<file path="config.mk">
export PLATFORM = sky130hd
export DESIGN_NAME = gf8_mac_unit
export DESIGN_NICKNAME = d
export VERILOG_FILES = /design/src/rtl/gf8_mac_pkg.sv /design/src/rtl/gf_xtime.sv /design/src/rtl/gf_xhalf.sv /design/src/rtl/gf8_op_decode.sv /design/src/rtl/gf8_mac_unit.sv
export SDC_FILE = /design/constraint.sdc
export NUM_CORES = 1
export LEC_CHECK = 0
export BUFFER_PORTS_ARGS = -buffer_cell sky130_fd_sc_hd__buf_2
export CAP_MARGIN = 40
export CELL_PAD_IN_SITES_DETAIL_PLACEMENT = 0
export CELL_PAD_IN_SITES_GLOBAL_PLACEMENT = 1
export CORE_ASPECT_RATIO = 0.7
export CORE_MARGIN = 3
export CORE_UTILIZATION = 35
export CTS_BUF_LIST = sky130_fd_sc_hd__clkbuf_2 sky130_fd_sc_hd__clkbuf_4 sky130_fd_sc_hd__clkbuf_8
export CTS_CLUSTER_DIAMETER = 30
export CTS_CLUSTER_SIZE = 10
export DETAILED_ROUTE_END_ITERATION = 10
export GPL_TIMING_DRIVEN = 0
export HOLD_SLACK_MARGIN = 0.08
export PLACE_DENSITY_LB_ADDON = 0.1
export REMOVE_ABC_BUFFERS = 1
export SKIP_LAST_GASP = 1
export SYNTH_ARGS = -nofsm -noshare
export SYNTH_HDL_FRONTEND = slang
export SYNTH_HIERARCHICAL = 1
export SYNTH_SLANG_ARGS = --single-unit
</file>
<file path="constraint.sdc">
create_clock -name clk -period 1.3 [get_ports clk]
set_input_delay 0.065 -clock clk [delete_from_list [all_inputs] [get_ports clk]]
set_output_delay 0.065 -clock clk [all_outputs]
set_load 0.03 [all_outputs]
</file>
<file path="src/rtl/gf8_mac_pkg.sv">
package gf8_mac_pkg;
  localparam int OPW = 3;

  typedef enum logic [OPW-1:0] {
    OP_LOAD  = 3'd0,
    OP_ADD   = 3'd1,
    OP_DBL   = 3'd2,
    OP_HLV   = 3'd3,
    OP_DADD  = 3'd4,
    OP_HADD  = 3'd5,
    OP_STORE = 3'd6,
    OP_NOP   = 3'd7
  } gf_op_e;

  typedef struct packed {
    logic load_src;   // take operand as base value
    logic use_dbl;    // pass accumulator through doubler
    logic use_hlv;    // pass accumulator through halver
    logic add_opnd;   // XOR operand into result
    logic wr_acc;     // update the accumulator
    logic store;      // issue write-back
  } gf_ctl_t;
endpackage

</file>
<file path="src/rtl/gf_xtime.sv">
module gf_xtime #(
  parameter int          W    = 8,
  parameter logic [W-1:0] POLY = 8'h1B
) (
  input  logic [W-1:0] a_i,
  output logic [W-1:0] y_i
);
  logic [W-1:0] shifted;
  always_comb begin
    shifted = {a_i[W-2:0], 1'b0};
    y_i     = a_i[W-1] ? (shifted ^ POLY) : shifted;
  end
endmodule

</file>
<file path="src/rtl/gf_xhalf.sv">
module gf_xhalf #(
  parameter int          W    = 8,
  parameter logic [W-1:0] POLY = 8'h1B
) (
  input  logic [W-1:0] a_i,
  output logic [W-1:0] y_i
);
  // halving constant: low polynomial bits shifted down with the top bit set
  localparam logic [W-1:0] HCONST = {1'b1, POLY[W-1:1]};
  logic [W-1:0] shifted;
  always_comb begin
    shifted = {1'b0, a_i[W-1:1]};
    y_i     = a_i[0] ? (shifted ^ HCONST) : shifted;
  end
endmodule

</file>
<file path="src/rtl/gf8_op_decode.sv">
module gf8_op_decode
  import gf8_mac_pkg::*;
(
  input  logic            en_i,
  input  logic [OPW-1:0]  op_i,
  output gf_ctl_t         ctl_o
);
  always_comb begin
    ctl_o = '0;
    if (en_i) begin
      unique case (gf_op_e'(op_i))
        OP_LOAD:  begin ctl_o.load_src = 1'b1; ctl_o.wr_acc = 1'b1; end
        OP_ADD:   begin ctl_o.add_opnd = 1'b1; ctl_o.wr_acc = 1'b1; end
        OP_DBL:   begin ctl_o.use_dbl  = 1'b1; ctl_o.wr_acc = 1'b1; end
        OP_HLV:   begin ctl_o.use_hlv  = 1'b1; ctl_o.wr_acc = 1'b1; end
        OP_DADD:  begin ctl_o.use_dbl  = 1'b1; ctl_o.add_opnd = 1'b1; ctl_o.wr_acc = 1'b1; end
        OP_HADD:  begin ctl_o.use_hlv  = 1'b1; ctl_o.add_opnd = 1'b1; ctl_o.wr_acc = 1'b1; end
        OP_STORE: ctl_o.store = 1'b1;
        default:  ctl_o = '0;
      endcase
    end
  end
endmodule

</file>
<file path="src/rtl/gf8_mac_unit.sv">
module gf8_mac_unit
  import gf8_mac_pkg::*;
#(
  parameter int          W    = 8,
  parameter logic [W-1:0] POLY = 8'h1B
) (
  input  logic           clk,
  input  logic           rst,
  input  logic           en_i,
  input  logic [OPW-1:0] op_i,
  input  logic [W-1:0]   opnd_i,
  output logic [W-1:0]   acc_o,
  output logic           wb_vld_o,
  output logic [W-1:0]   wb_data_o
);
  gf_ctl_t      ctl;
  logic [W-1:0] acc_q;
  logic [W-1:0] dbl_v, hlv_v, base_v, nxt_v;

  gf8_op_decode u_dec (.en_i(en_i), .op_i(op_i), .ctl_o(ctl));

  gf_xtime #(.W(W), .POLY(POLY)) u_dbl (.a_i(acc_q), .y_i(dbl_v));
  gf_xhalf #(.W(W), .POLY(POLY)) u_hlv (.a_i(acc_q), .y_i(hlv_v));

  always_comb begin
    if (ctl.load_src)     base_v = opnd_i;
    else if (ctl.use_dbl) base_v = dbl_v;
    else if (ctl.use_hlv) base_v = hlv_v;
    else                  base_v = acc_q;
    nxt_v = ctl.add_opnd ? (base_v ^ opnd_i) : base_v;
  end

  always_ff @(posedge clk) begin
    if (rst) begin
      acc_q     <= '0;
      wb_vld_o  <= 1'b0;
      wb_data_o <= '0;
    end else begin
      if (ctl.wr_acc) acc_q <= nxt_v;
      wb_vld_o <= ctl.store;
      if (ctl.store) wb_data_o <= acc_q;
    end
  end

  assign acc_o = acc_q;
endmodule

</file>
==> flow_summary.json <==
{
  "die_h_um": 54.19,
  "register_area_um2": 354.1,
  "drive_gt1_share_pct": 33.15,
  "dpl_worst_slack_ps": -718.5,
  "final_nets": 196,
  "cp.arrival_ps": 1420,
  "antenna_found_initial": 0,
  "final_common_cell": "buf_2",
  "grt_pass1_wl_um": 4498,
  "timing.final.ws_setup_ps": -3.559,
  "maxSlewViolCount": 0,
  "setup_viol": 1,
  "grt_max_degree": 18,
  "powerDensity_nw_per_um2": 941.4,
  "rsz0062_at_grt": "yes",
  "antenna_cells": 0,
  "syn_inst": 154,
  "track_usage_pct": 14.53,
  "wl_per_cell_um": 13.44,
  "maxCapViolations": 0,
  "p_int_w": 0.0009109,
  "clk-insertion-delay-late_ps": 250,
  "nFillCells": 304,
  "clk_pin_slew_ps": 70,
  "maxSlewHeadroom_pct": 77.68,
  "combPwrFrac_pct": 26.6,
  "tightest_slew_ps": 334.9,
  "most-common-layout-cells": "30 x buf_2, 26 x nand2_1, 23 x mux2i_1",
  "row_count": 16,
  "required_ps": 1420,
  "syn_area_per_cell_um2": 7.540,
  "drt-initial-drc-count": 49,
  "switching_share_pct": 32.46,
  "cts_buffer_depth": 2,
  "die_x_um": 74.84,
  "yosysTopAreaCellShare_pct": 29.31,
  "dpl.cell_count": 204,
  "r2r_slack_ps": -4,
  "area_growth_pct": 23.38,
  "clock_skew_ps": 4.526,
  "num_io_pins": 31,
  "seq_area_frac_synth_pct": 29.31,
  "synth_area_leaders": "dfxtp_1 29%, mux2i_1 20%, nand2_1 8.4%, nor2_1 6.8%, buf_4 6.5%",
  "max_freq_ghz": 0.7671,
  "holdCritPathClass": "in2reg",
  "cp-end-kind": "flop",
  "regToRegEndpoint": "acc_o[3]",
  "drc": 0,
  "finalNonFillerCells": 217,
  "endpoint": "acc_o[3]",
  "cts_root_buf": "clkbuf_8",
  "portBuffers": 30,
  "ir_drop_mv": 0.3742,
  "first_global_vias": 984,
  "wl_um": 2917,
  "cts_buffers": 3,
  "path_class": "reg2reg",
  "pwr-share-clk_pct": 29.5,
  "hold_buffers": 0,
  "design_area_um2": 1433,
  "viasPerCell": 5.157,
  "violations": "setup timing",
  "antenna_left": 0,
  "htree_levels": 1,
  "yosys_warnings": 6,
  "initial_core_util_pct": 38.93,
  "final_hold_viol_count": 0,
  "dpl-instance-area_um2": 1262,
  "p_switching_w": 0.0004378,
  "power_w": 0.001349,
  "p_seq_share_pct": 43.9,
  "cp-startpoint": "acc_o[0]",
  "multi_input_area_um2": 739.5,
  "grt.overflow.total": 0,
  "gp_congestion": 0.7475,
  "synth_area_um2": 1161,
  "ys_seq_elements": 17,
  "final_util_pct": 48.03,
  "reg2regPathDepth": 5,
  "vias": 1119,
  "leakagePower_nw": 0.6153,
  "cts_tree": "built",
  "period_needed_ps": 1304,
  "core_area_um2": 2983,
  "die_area_um2": 4056,
  "critPathMaxFanout": 7,
  "startpoint_type": "flop",
  "clkSinkCount": 17,
  "yosysUniqueCellTypes": 24,
  "drt_pass1_iterations": 5,
  "status": "finished, violations left",
  "dp_hpwl_um": 2052,
  "synth_top_area_cell": "dfxtp_1",
  "r2r_start": "acc_o[0]",
  "finalCritPeriodShare_pct": 100.3
}
==> how the worst min path moves through the flow <==
| stage | endpoint | slack (ps) | startpoint | cells past startpoint |
|---|---|---|---|---|
| 2_1_floorplan | wb_vld_o | 140 | rst | 1 |
| 3_5_place_dp | acc_o[6] | 380 | opnd_i[6] | 3 |
| 4_1_cts | acc_o[6] | 110 | opnd_i[6] | 3 |
| 3_3_place_gp | acc_o[6] | 370 | opnd_i[6] | 3 |
| 5_1_grt | acc_o[6] | 130 | opnd_i[6] | 3 |
| 6_report | acc_o[6] | 100 | opnd_i[6] | 3 |
==> cells in the mapped netlist, drive strengths merged <==
| cell | number |
|---|---|
| dfxtp | 17 |
| a21oi | 7 |
| nand2b | 1 |
| nor2 | 21 |
| nor2b | 2 |
| xnor2 | 1 |
| inv | 2 |
| o2111a | 1 |
| o21ai | 9 |
| nor3b | 1 |
| nand3 | 7 |
| nor4 | 7 |
| buf | 15 |
| nand2 | 26 |
| mux2i | 23 |
| xor2 | 6 |
| clkbuf | 4 |
| a311oi | 1 |
| and2 | 1 |
| nor3 | 1 |
| o211ai | 1 |
==> routing by layer <==
metal	share of wire, %	routed length (µm)	vias up	track usage, %
li1	-	-	567	-
met1	47	1378	518	19.27
met2	46	1354	32	24.28
met3	5.7	165	2	3.358
met4	0.65	19	0	2.663
met5	0	0	-	0
==> worst max-delay path, stage by stage (launching register included) <==
cell and delay, ps:
dfxtp_4 410, xor2_1 150, mux2i_1 90, o21ai_0 240, mux2i_1 220, nor4_1 60
==> sequential cells by signal (all words and copies together), names as in the netlist <==
name / flops
wb_data_o: 8
acc_o: 8
wb_vld_o: 1
==> layout make-up <==
class / count / share of cell area [%]
Clock buffer: 3 / 2.882
Inverter: 2 / 0.5240
Timing Repair Buffer: 42 / 16.77
Multi-Input combinational cell: 116 / 51.62
Clock inverter: 1 / 0.3493
Tap cell: 36 / 3.144
Sequential cell: 17 / 24.72
==> through the flow <==
stage               hold slack (ps)  TNS, ps
floorplan                     136.6    -3630
global placement              374.6   -11830
detailed placement            383.9    -5468
CTS                           110.7        0
global route                  135.0   -214.8
finish                        104.7   -3.559
==> cell families (layout without fill, tap and decap cells) <==
| group | count (synthesis) | after routing | synth area share (%) |
|---|---|---|---|
| simple gates | 67 | 67 | 25.22 |
| flops | 17 | 17 | 29.31 |
| mux | 23 | 23 | 19.83 |
| xor+xnor | 7 | 7 | 5.280 |
| buf+inv | 21 | 48 | 11.10 |
| compound gates | 19 | 19 | 9.267 |
==> power by group through the flow <==
stage | clock network (W) | logic, W | registers (W)
2_1_floorplan | 0 | 0.000162 | 0.000639
3_3_place_gp | 0 | 0.000296 | 0.000601
3_5_place_dp | 0 | 0.000308 | 0.000603
4_1_cts | 0.000418 | 0.000323 | 0.000592
5_1_grt | 0.000435 | 0.000395 | 0.000598
6_report | 0.000398 | 0.000359 | 0.000592
==> repair_timing <==
action | 4_1_cts | 5_1_grt
buffers inserted | 2 | 7
endpoints found under the hold margin | 0 | 0
setup endpoints to repair | 8 | 8
gates resized for setup | 10 | 11
pin swaps | 0 | 2
Note: power is estimated with default switching activity, not from simulation.
